===== config.mk =====
export PLATFORM = sky130hd
export DESIGN_NAME = pipe_interlock_ctrl
export DESIGN_NICKNAME = d
export VERILOG_FILES = /design/src/rtl/pil_pkg.sv /design/src/rtl/pil_stage_reg.sv /design/src/rtl/pil_hazard_unit.sv /design/src/rtl/pil_perf_cnt.sv /design/src/rtl/pipe_interlock_ctrl.sv
export SDC_FILE = /design/constraint.sdc
export NUM_CORES = 1
export LEC_CHECK = 0
export BUFFER_PORTS_ARGS = -buffer_cell sky130_fd_sc_hd__buf_2
export CAP_MARGIN = 20
export CORE_ASPECT_RATIO = 0.7
export CORE_MARGIN = 3
export CORE_UTILIZATION = 50
export DETAILED_ROUTE_END_ITERATION = 10
export GPL_TIMING_DRIVEN = 0
export PLACE_DENSITY = 0.8
export SLEW_MARGIN = 20
export SYNTH_ARGS = -nofsm -noshare
export SYNTH_HDL_FRONTEND = slang
export SYNTH_SLANG_ARGS = --single-unit
export TNS_END_PERCENT = 1

===== constraint.sdc =====
create_clock -name clk -period 3.28 [get_ports clk]
set_input_delay 0.656 -clock clk [delete_from_list [all_inputs] [get_ports clk]]
set_output_delay 0.656 -clock clk [all_outputs]
set_load 0.03 [all_outputs]

===== src/rtl/pil_pkg.sv =====
package pil_pkg;
  localparam int TAG_W  = 5;
  localparam int NSTAGE = 5;
  localparam int IF_S   = 0;
  localparam int ID_S   = 1;
  localparam int OF_S   = 2;
  localparam int EX_S   = 3;
  localparam int WB_S   = 4;
  localparam int NOLDER = NSTAGE - 1 - OF_S;

  typedef logic [TAG_W-1:0] tag_t;

  typedef struct packed {
    logic vld;
    logic br;
    tag_t dst;
    tag_t s0;
    tag_t s1;
  } slot_t;

  function automatic logic tag_hit(tag_t src, tag_t dst);
    return (src != '0) && (src == dst);
  endfunction
endpackage


===== src/rtl/pil_stage_reg.sv =====
module pil_stage_reg
  import pil_pkg::*;
(
  input  logic  clk,
  input  logic  rst,
  input  logic  hold,
  input  logic  kill,
  input  slot_t d,
  output slot_t q
);
  always_ff @(posedge clk) begin
    if (rst) begin
      q <= '0;
    end else if (kill) begin
      q.vld <= 1'b0;
    end else if (!hold) begin
      q <= d;
    end
  end
endmodule


===== src/rtl/pil_hazard_unit.sv =====
module pil_hazard_unit
  import pil_pkg::*;
(
  input  slot_t of_slot,
  input  slot_t older [NOLDER],
  output logic  raw_hit
);
  logic [NOLDER-1:0] hit_v;

  for (genvar j = 0; j < NOLDER; j++) begin : g_cmp
    assign hit_v[j] = older[j].vld &&
                      (tag_hit(of_slot.s0, older[j].dst) ||
                       tag_hit(of_slot.s1, older[j].dst));
  end

  assign raw_hit = of_slot.vld && (|hit_v);
endmodule


===== src/rtl/pil_perf_cnt.sv =====
module pil_perf_cnt #(
  parameter int CNT_W = 32
) (
  input  logic             clk,
  input  logic             rst,
  input  logic             retire,
  output logic [CNT_W-1:0] cycles,
  output logic [CNT_W-1:0] retired
);
  always_ff @(posedge clk) begin
    if (rst) begin
      cycles  <= '0;
      retired <= '0;
    end else begin
      cycles <= cycles + 1'b1;
      if (retire) retired <= retired + 1'b1;
    end
  end
endmodule


===== src/rtl/pipe_interlock_ctrl.sv =====
module pipe_interlock_ctrl
  import pil_pkg::*;
#(
  parameter int CNT_W = 32
) (
  input  logic              clk,
  input  logic              rst,
  input  logic              in_valid,
  input  logic [TAG_W-1:0]  in_dst,
  input  logic [TAG_W-1:0]  in_src0,
  input  logic [TAG_W-1:0]  in_src1,
  input  logic              in_branch,
  output logic              in_ready,
  input  logic              res_mispredict,
  output logic [NSTAGE-1:0] stage_valid,
  output logic              retire_valid,
  output logic [TAG_W-1:0]  retire_dst,
  output logic [CNT_W-1:0]  cycle_count,
  output logic [CNT_W-1:0]  retire_count
);
  slot_t st_q    [NSTAGE];
  slot_t stage_d [NSTAGE];
  slot_t older   [NOLDER];
  slot_t fetch_slot;
  logic  stall;
  logic  flush;
  logic  ex_is_branch;
  logic [NSTAGE-1:0] hold_v;
  logic [NSTAGE-1:0] kill_v;

  assign in_ready = ~stall;

  always_comb begin
    fetch_slot.vld = in_valid & in_ready;
    fetch_slot.br  = in_branch;
    fetch_slot.dst = in_dst;
    fetch_slot.s0  = in_src0;
    fetch_slot.s1  = in_src1;
  end

  assign ex_is_branch = st_q[EX_S].vld & st_q[EX_S].br;
  assign flush        = res_mispredict & ex_is_branch;

  for (genvar j = 0; j < NOLDER; j++) begin : g_older
    assign older[j] = st_q[OF_S+1+j];
  end

  pil_hazard_unit u_haz (
    .of_slot (st_q[OF_S]),
    .older   (older),
    .raw_hit (stall)
  );

  for (genvar i = 0; i < NSTAGE; i++) begin : g_stage
    if (i == 0) begin : g_head
      assign stage_d[i] = fetch_slot;
    end else begin : g_body
      assign stage_d[i] = st_q[i-1];
    end
    assign hold_v[i] = stall & ~flush & (i <= OF_S);
    assign kill_v[i] = (flush & (i <= EX_S)) | (stall & (i == EX_S));

    pil_stage_reg u_reg (
      .clk  (clk),
      .rst  (rst),
      .hold (hold_v[i]),
      .kill (kill_v[i]),
      .d    (stage_d[i]),
      .q    (st_q[i])
    );

    assign stage_valid[i] = st_q[i].vld;
  end

  assign retire_valid = st_q[WB_S].vld;
  assign retire_dst   = st_q[WB_S].dst;

  pil_perf_cnt #(.CNT_W(CNT_W)) u_cnt (
    .clk     (clk),
    .rst     (rst),
    .retire  (retire_valid),
    .cycles  (cycle_count),
    .retired (retire_count)
  );
endmodule


== After elaboration in Yosys (flattened, before gate mapping) ==
Cells that the tools add are included.

* Bits in registers: 128
* Latch bits: 0
* RAM bits: 0
* Bits in read-only memories: 0
* Input port bits: 20
* Output and inout port bits: 76
* Logic and storage cells: 51
* Memories kept: 0

* Add/sub/neg operators: 2
* Multiply operators: 0
* Divide/modulo/power cells: 0
* Order comparisons: 0
* Equality and inequality tests: 4
* Shift operators: 0
* Multiplexer cells: 0
* Bitwise logic cells: 8
* Reduce and logical (&&, ||, !) cells: 15

{| class="wikitable"
|+ Operator list
! operator !! count
|-
| $add 32x1->32 const B || 2
|-
| $eq 5x5->1 || 4
|-
| $reduce_bool 5->1 || 2
|-
| $logic_and 1x1->1 || 7
|-
| $reduce_or 2->1 || 3
|-
| $and 1x1->1 || 4
|-
| $not 1->1 || 3
|-
| $logic_or 1x1->1 || 2
|-
| $reduce_and 2->1 || 1
|-
| $or 1x1->1 || 1
|}

== Logic depth before layout (Yosys ltp) ==
Gate-level depths: netlist of run 1.

* Depth after elaboration: 9
* Depth in mapped cells: 9
* Gate-level depth less buffers: 7

== Hierarchy ==
From an unflattened synthesis of run 1, not the netlist that was laid out.

* Cell total of the unflattened synthesis: 772
* Area, all modules: 6839.1 um2

{| class="wikitable"
|+ Modules (own cells, without submodules)
! module !! instances !! cells each !! area an instance (um2) !! seq. area each (um2)
|-
| pil_stage_reg || 5 || 75 || 701.9 || 340.3
|-
| pil_perf_cnt || 1 || 355 || 3025.4 || 1281.2
|-
| pil_hazard_unit || 1 || 35 || 261.5 || 0.0
|-
| pipe_interlock_ctrl || 1 || 7 || 42.5 || 0.0
|}

== Worst setup path before layout of run 1 ==
OpenSTA, ideal clock, no wires.

* Path type: reg2out
* From: register g_stage[2].u_reg.q[5] (netlist name)
* To: output in_ready
* Data arrival time: 1.754 ns
* Data required time: 2.624 ns
* Path slack: 0.870 ns
* Stages on the path, launching flop included: 6
* Path buffers: 0
* Cells stage by stage: dfxtp_1 -> or4_1 -> nor2_1 -> nor4_1 -> o211a_1 -> nor2_1

* Longest elaborated chain between the ends: 7
* Elaborated cells between the ends (all ways): 12
* Classes of those cells: eq/ne: 2; bitwise: 1; reduce/logical: 9

{| class="wikitable"
|+ Ends and longest elaborated chain
! item !! RTL line !! text
|-
| from (decl) || pil_stage_reg.sv:9 || <nowiki>output slot_t q</nowiki>
|-
| $eq 5x5->1 or $reduce_bool 5->1 (tied branches) || pil_pkg.sv:22 || <nowiki>return (src != '0) && (src == dst);</nowiki>
|-
| $logic_and 1x1->1 || pil_pkg.sv:22 ||
|-
| $logic_or 1x1->1 || pil_hazard_unit.sv:12 || <nowiki>(tag_hit(of_slot.s0, older[j].dst) ||</nowiki>
|-
| $logic_and 1x1->1 || pil_hazard_unit.sv:11 || <nowiki>assign hit_v[j] = older[j].vld &&</nowiki>
|-
| $reduce_or 2->1 (*) || pil_hazard_unit.sv:16 || <nowiki>assign raw_hit = of_slot.vld && (|hit_v);</nowiki>
|-
| $logic_and 1x1->1 (*) || pil_hazard_unit.sv:16 ||
|-
| $not 1->1 (*) || pipe_interlock_ctrl.sv:31 || <nowiki>assign in_ready = ~stall;</nowiki>
|-
| to (decl) || pipe_interlock_ctrl.sv:13 || <nowiki>output logic in_ready,</nowiki>
|}

Mark *: on every way between the ends. The rest lies on a longest branch, timed or not.

== Worst setup path in the final report of run 1 ==
Ends and elaborated chain as after synthesis.

==> results of run 1 <==
==> per-stage QoR <==
stage | hold slack [ns] | instances | worst slack [ns]
floorplan | 0.4383 | 590 | 0.8705
global placement | 0.4535 | 817 | 0.8748
detailed placement | 0.4546 | 817 | 0.8592
CTS | 0.4630 | 849 | 0.4273
global route | 0.4681 | 849 | 0.3057
finish | 0.4651 | 849 | 0.4035
==> cell families (layout without fill, tap and decap cells) <==
group	count (synthesis)	in the layout	share of synthesized area
multiplexers	38	38	0.07000
buffers and inverters	49	176	0.04559
flip-flops	128	128	0.4716
AO/OA/AOI/OAI	53	53	0.06930
XOR/XNOR	76	76	0.1225
adder cells (fa/ha/maj)	2	2	0.004604
AND/OR/NAND/NOR	244	244	0.2164
==> worst max-delay path: stages, from the launching register on <==
cell and delay, ns:
dfxtp_1 0.37, or4_1 0.53, nor2_1 0.13, nor4_1 0.11, o211a_1 0.27, nor2_1 0.17
buf_2 0.25
==> cell usage in the layout, fill, tap and decap left out, drive strengths merged, types with 7 or more instances in the layout <==
cell,count
clkbuf,35
a31o,16
buf,117
mux2i,38
nand4,12
nor4,13
inv,14
a21oi,7
nor2,71
xor2,33
a31oi,16
nand3,20
nand2,80
dfxtp,128
o21ai,9
nor3,12
xnor2,43
and3,12
==> synth_stat cells (3+ instances only) <==
master      n  area [sq um]
nand2_1    80         300.3
buf_2       6         30.03
nor4_2      7         87.58
buf_1       4         15.01
and2_1      5         31.28
nor2b_1     3         18.77
o21ai_0     9         45.04
and3_1     12         75.07
nand4_1    12         75.07
buf_6       3         33.78
xnor2_1    43         376.6
mux2i_1    38         380.4
and4_1      5         43.79
buf_4       9         67.56
nor4_1      6         37.54
inv_1      12         45.04
a21oi_1     7         35.03
xor2_1     33         289.0
nand3_1    19         95.09
a31oi_1    16         100.1
a31o_1     16         140.1
nor3_1     12         60.06
nor2_1     71         266.5
clkbuf_1   13         48.80
or3_1       6         37.54
dfxtp_1   128          2562
==> layer usage <==
metal | vias up | part of all wire | global-route usage
li1 | 2248 | - | -
met5 | - | 0 | 0
met1 | 2101 | 0.50 | 0.2978
met3 | 13 | 0.042 | 0.06221
met4 | 0 | 0.013 | 0.06507
met2 | 105 | 0.45 | 0.3230
==> state kept, by name, indices dropped and copies added, names as in the netlist <==
register,flops
g_stage.u_reg.q,64
u_cnt.cycles,32
u_cnt.retired,32
==> path summary, 6_finish.rpt <==
kind                                             start                      to  slack (ns)  cells after the start
worst max-delay path             g_stage[2].u_reg.q[5]                in_ready        0.40                      6
worst min-delay path            g_stage[0].u_reg.q[11]  g_stage[1].u_reg.q[11]        0.47                      2
worst min register to register  g_stage[0].u_reg.q[11]  g_stage[1].u_reg.q[11]        0.47                      2
worst max register to register   g_stage[2].u_reg.q[8]  g_stage[2].u_reg.q[11]        0.94                      9
==> power by group through the flow <==
stage	Sequential (uW)	Combinational, uW	Clock [uW]
2_1_floorplan	1640	78.3	0
3_3_place_gp	1640	121	0
3_5_place_dp	1640	126	0
4_1_cts	1610	127	1650
5_1_grt	1610	141	1730
6_report	1610	127	1640
==> area by class of cell <==
| type | instances | area share |
|---|---|---|
| inverter | 14 | 0.007971 |
| sequential | 128 | 0.3887 |
| multi-input combinational | 413 | 0.3980 |
| buffer | 35 | 0.02961 |
| clock buffer | 22 | 0.06889 |
| clock inverter | 10 | 0.009679 |
| tap | 132 | 0.02505 |
| timing repair buffer | 95 | 0.07212 |
==> summary.txt, run 1 <==
Clock network
  • CTS Hold Buffers Added: 0
  • Clock transition at path regs: 0.06 ns
  • CTS tree: done
  • Worst-case clock buffer depth: 2
  • Clock sink count: 128
  • Clock latency on the worst-skew pair: 0.40 ns
  • Root buffer cell: clkbuf_16
  • Resized cells post-CTS: 0
  • CTS buffer count: 17
  • H-tree depth: 4
  • Post CTS Setup Buffer Count: 0

Yosys
  • Synth unique cells: 37
  • Synth Net Count: 612
  • Average cell area after synthesis: 9.210 sq um
  • Fraction of synthesis flops using an asynchronous set or reset pin: 0
  • Synth Instances: 590
  • Post-synthesis sequential area ratio: 0.4716
  • Mapped Area: 0.005434 sq mm
  • Most common flop cell mapped by yosys: dfxtp_1
  • Number of synthesized flops with an enable pin: 0
  • Synth Warn #: 0
  • Post-synthesis register bit count: 128

Die
  • Initial Utilization: 0.5189
  • Core area: 0.01047 sq mm
  • Io pins: 96
  • Cell row count: 31
  • Die area: 0.01217 sq mm
  • Die width: 130.6 um
  • Die height: 93.22 um

Power
  • Total Power: 3369 uW
  • PwrDens: 511.1 mW/mm^2
  • Sequential cell fraction of total power: 0.477
  • P_sw: 754.7 uW
  • Clock Power Share: 0.485
  • Combinational share of power: 0.038
  • Leak pwr: 0.002856 uW
  • Sw frac: 0.2240
  • Internal Pwr Total: 2615 uW
  • Worst vdd ir: 0.3869 mV

Critical path
  • CP endpoint kind: primary output
  • CP arrival: 2.22 ns
  • Required @ worst endpoint: 2.62 ns
  • Crit path max fanout: 4
  • Critical path type: flip-flop to primary output
  • CP startpoint kind: flip-flop

Run status
  • Status: finished clean

GRT
  • Global-route usage over all layers: 0.2145
  • Initial antenna violation count: 0
  • Vias in the first global route: 4251
  • Largest net degree at the start of global routing: 17
  • First-pass GRT wire length: 20870 um
  • GRT overflow: 0

Layout
  • Post-route core utilization: 0.6295
  • # fillers: 870
  • Multi-input logic area: 0.002624 sq mm
  • Design area: 0.006593 sq mm
  • Synth-to-layout area growth: 21.32%
  • Antenna Cells: 0
  • Layout cells sized above 1: 0.2120
  • FF/Latch Area: 0.002562 sq mm
  • Fin nets: 726

Timing
  • Fin. Hold Viols: 0
  • Slew Limit Fails: 0
  • Setup-failing EPs final: 0
  • Crit share post-route: 0.8770
  • Worst Tran Pin Value: 0.7927 ns
  • Tmin final: 2.876 ns
  • RSZ-0062 raised after global routing: false
  • Rel. slew slack: 0.4667
  • Clock skew: 0.009840 ns
  • Setup tns final: 0 ns
  • Highest Clock Rate: 0.3477 GHz

Place
  • Post-DP Area: 0.006075 sq mm
  • Final HPWL from detailed placement: 9392 um
  • PortBufs: 95
  • GPL Wtd Cong: 0.8619

Detailed routing
  • Vias per inst: 5.261
  • Vias: 4467
  • Antenna-violating nets left: 0
  • DRT Wirelength: 12690 um
  • First-pass detailed-route iteration total: 5
  • DR iter-0 viols: 237
  • DR DRC count: 0
  • Wire length per cell: 14.94 um

Job
  • Max_cap viols: 0

Worst hold path
  • HP Class: flip-flop to flip-flop
No activity file was read; power rests on OpenSTA's default activity.
==> run 2, diff against run 1 <==
--- a/config.mk
+++ b/config.mk
@@ -5,6 +5,7 @@
 export SDC_FILE = /design/constraint.sdc
 export NUM_CORES = 1
 export LEC_CHECK = 0
+export ABC_AREA = 1
 export BUFFER_PORTS_ARGS = -buffer_cell sky130_fd_sc_hd__buf_2
 export CAP_MARGIN = 20
 export CORE_ASPECT_RATIO = 0.7
@@ -12,7 +13,8 @@
 export CORE_UTILIZATION = 50
 export DETAILED_ROUTE_END_ITERATION = 10
 export GPL_TIMING_DRIVEN = 0
-export PLACE_DENSITY = 0.8
+export PLACE_DENSITY = 0.79
+export REMOVE_ABC_BUFFERS = 1
 export SLEW_MARGIN = 20
 export SYNTH_ARGS = -nofsm -noshare
 export SYNTH_HDL_FRONTEND = slang
==> constraint.sdc (replaced) <==
create_clock -name clk -period 3.5 [get_ports clk]
set_input_delay 0.7 -clock clk [delete_from_list [all_inputs] [get_ports clk]]
set_output_delay 0.7 -clock clk [all_outputs]
set_load 0.03 [all_outputs]
==> run 2 against run 1 <==
Clock power up 7%; sequential cell count is the same; non-clock buffer count is 33 lower; combinational power increased by 9%; synthesized cell count up 55%; count of clock-buffer cells in the layout is 3 lower; cell area grew 10%.
==> summary.txt, run 2 <==
Run status
  • Status: finished clean

Yosys
  • Simple-gate area share of the yosys netlist: 0.3200 (+0.1035)
  • Synth Warn #: 0 (unchanged)
  • Post-synthesis sequential area ratio: 0.4150 (-0.05657)
  • Xor and xnor area share after synthesis: 0.03404 (-0.08845)
  • Synth Instances: 913 (+55%)
  • Post-synth top area cell: dfxtp_1
  • Adder-cell area share of the yosys netlist: 0.004053 (-0.0005524)
  • Fraction of synthesis flops using an asynchronous set or reset pin: 0 (unchanged)
  • Share of Yosys cell area claimed by the top area cell type: 0.4150 (-0.05657)
  • Synth Area in Compound Gates: 0.1048 (+0.03545)
  • Synth top cells by count: nand2_1, nor2_1, inv_1
  • Average cell area after synthesis: 6.763 sq um (-27%)
  • Most common flop cell mapped by yosys: dfxtp_1
  • Mapped Area: 0.006175 sq mm (+14%)
  • Largest family of logic cells by synthesized area: simple AND/OR/NAND/NOR gates
  • Number of synthesized flops with an enable pin: 0 (unchanged)
  • Synth area leaders: dfxtp_1, nand2_1, nor2_1
  • Count leader, synth: nand2_1
  • Synth unique cells: 35 (-5.4%)
  • Multiplexer share of the synthesized area: 0 (-0.07000)
  • Post-synthesis register bit count: 128 (unchanged)

Critical path
  • Reg2reg start: u_cnt.cycles[0]
  • CP endpoint kind: primary output
  • R2r worst-path depth: 11 (+2)
  • Critical path type: flip-flop to primary output
  • Buffers and inverters on the worst path: 2 (+1)
  • Required @ worst endpoint: 2.80 ns (+0.18 ns)
  • Delay-heaviest family, CP: simple AND/OR/NAND/NOR gates
  • CP max stage delay: 0.38 ns (-0.15 ns)
  • WP depth: 10 (+4)
  • Crit path top cell by count: nand2_1
  • Crit path max fanout: 72 (+68)
  • Critical-path cell list: or2_1 > nor2_1 > nor2_1 > nand2_1 > nand2_1 > nand2_1 > nand2_2 > nand2_4 > buf_16 > buf_2
  • CP arrival: 2.48 ns (+0.26 ns)
  • Setup crit start: g_stage[2].u_reg.q[4]
  • CP startpoint kind: flip-flop
  • Crit-path slowest cell: dfxtp_1

Timing
  • Rel. slew slack: 0.3727 (-0.09398)
  • Final hold slack: 0.4554 ns (-0.009774 ns)
  • Slack of the critical path: 0.3205 ns (-0.08301 ns)
  • Fin. Hold Viols: 0 (unchanged)
  • Slew Limit Fails: 0 (unchanged)
  • Setup-failing EPs final: 0 (unchanged)
  • Crit share post-route: 0.9084
  • Worst Tran Pin Value: 0.9410 ns (+0.1483 ns)
  • Highest Clock Rate: 0.3145 GHz
  • Tmin final: 3.179 ns
  • Clock skew: 0.008949 ns (-0.0008913 ns)
  • RSZ-0062 raised after global routing: false

Die
  • Initial Utilization: 0.5193 (about the same)
  • Die height: 98.98 um (+6.2%)
  • Die width: 138.8 um (+6.3%)
  • Io pins: 96 (unchanged)
  • Cell row count: 33 (+6.5%)
  • Core area: 0.01189 sq mm (+14%)
  • Die area: 0.01374 sq mm (+13%)

Place
  • Post-DP Area: 0.006666 sq mm (+9.7%)
  • DP Worst Slack: 0.7832 ns (-0.07603 ns)
  • GPL Wtd Cong: 0.8634 (+0.17%)
  • Final HPWL from detailed placement: 9064 um (-3.5%)
  • PortBufs: 95 (unchanged)

Detailed routing
  • Antenna-violating nets left: 0 (unchanged)
  • Vias per inst: 4.891 (-7.0%)
  • Wire length per cell: 11.80 um (-21%)
  • DRT Wirelength: 13640 um (+7.5%)
  • First-pass detailed-route iteration total: 4 (-1)
  • DR iter-0 viols: 366 (+54%)
  • Vias: 5654 (+27%)
  • DR DRC count: 0 (unchanged)

Worst hold path
  • Hold Path Origin: u_cnt.retired[26]
  • Hold Path Stages: 2 (unchanged)
  • HP Class: flip-flop to flip-flop

Clock network
  • CTS tree: done
  • CTS buffer count: 17 (unchanged)
  • Clock transition at path regs: 0.06 ns (about the same)
  • Post CTS Setup Buffer Count: 0 (unchanged)
  • Root buffer cell: clkbuf_16
  • Clock sink count: 128 (unchanged)
  • Clock latency on the worst-skew pair: 0.40 ns (about the same)
  • H-tree depth: 4 (unchanged)
  • CTS Hold Buffers Added: 0 (unchanged)
  • Resized cells post-CTS: 0 (unchanged)
  • Worst-case clock buffer depth: 2 (unchanged)

GRT
  • Global-route usage over all layers: 0.2037 (-0.01077)
  • First-pass GRT wire length: 23670 um (+13%)
  • GRT overflow: 0 (unchanged)
  • Largest net degree at the start of global routing: 82 (+65)
  • Initial antenna violation count: 0 (unchanged)
  • Vias in the first global route: 5033 (+18%)

Layout
  • Design area: 0.007257 sq mm (+10%)
  • Largest regs: g_stage.u_reg.q x64, u_cnt.cycles x32, u_cnt.retired x32
  • Post-route core utilization: 0.6103 (-0.01924)
  • Commonest non-fill, non-tap cell in the layout: nand2_1
  • Antenna Cells: 0 (unchanged)
  • Layout cells sized above 1: 0.1471 (-0.06485)
  • Biggest register: g_stage.u_reg.q
  • Max FFs per register: 64 (unchanged)
  • Synth-to-layout area growth: 17.53%
  • Fin nets: 1008 (+39%)
  • Most frequent cells in the layout: nand2_1, nor2_1, inv_1, dfxtp_1, buf_2

Power
  • Worst vdd ir: 0.3316 mV (-14%)
  • PwrDens: 469.0 mW/mm^2 (-8.2%)
  • Leak pwr: 0.003498 uW (+22%)

Job
  • Max_cap viols: 0 (unchanged)
==> run 2: cell types whose count changed after synthesis, moves of 16 or more <==
cell     before  now
a21oi_1       7   91
nand2_1      80  175
xnor2_1      43   13
inv_1        12  131
mux2i_1      38    0
a31o_1       16    0
xor2_1       33   11
nand3_1      19   72
nor2_1       71  145
==> run 2: path summary, 6_finish.rpt <==
kind,end,slack (ns)
setup / recovery,in_ready,0.32
hold / removal,u_cnt.retired[26],0.46
setup reg to reg,u_cnt.cycles[30],1.30
hold reg to reg,u_cnt.retired[26],0.46
==> run 2: through the flow <==
step                setup TNS, ns  instances  total power (uW)
finish                          0       1156              3403
global placement           -43.28       1122              1675
global route                    0       1156              3529
CTS                             0       1156              3433
floorplan                -0.02676        870              1632
detailed placement              0       1124              1680
==> run 2: worst reg2reg max path: cells and delay by family (launching register included) <==
| kind | cells | cell delay, ns |
|---|---|---|
| flops | 1 | 0.38 |
| compound gates | 2 | 0.23 |
| simple gates | 8 | 1.30 |
| fa+ha+maj | 1 | 0.19 |
==> run 2: layout make-up <==
cell class / count / area (sq um)
timing repair buffer: 97 / 530.5
inverter: 133 / 501.7
fill: 1105 / 4634
tap: 157 / 196.4
sequential: 128 / 2562
multi-input combinational: 609 / 2875
clock buffer: 19 / 452.9
clock inverter: 13 / 137.6
==> run 2: layer usage <==
metal  global-route usage  vias up  share of wire
li1                     -     3040              -
met1               0.3013     2440           0.52
met2               0.2909      158           0.41
met3              0.05529       16          0.063
met4              0.05865        0          0.010
met5                    0        -              0
==> run 2: cells by family (layout without fill, tap and decap cells) <==
kind of cell,after synthesis,in the layout
AND/OR/NAND/NOR,460,460
AO/OA/AOI/OAI,123,123
XOR/XNOR,24,24
buffers and inverters,176,262
flip-flops,128,128
adder cells (fa/ha/maj),2,2
==> run 2: where the power goes <==
part | total (uW) | internal (uW) | leakage (uW) | switching [uW]
clock | 1760 | 1090 | 0.000273 | 671
combinational | 138 | 51.9 | 0.00218 | 86.2
sequential | 1510 | 1490 | 0.00104 | 21.7
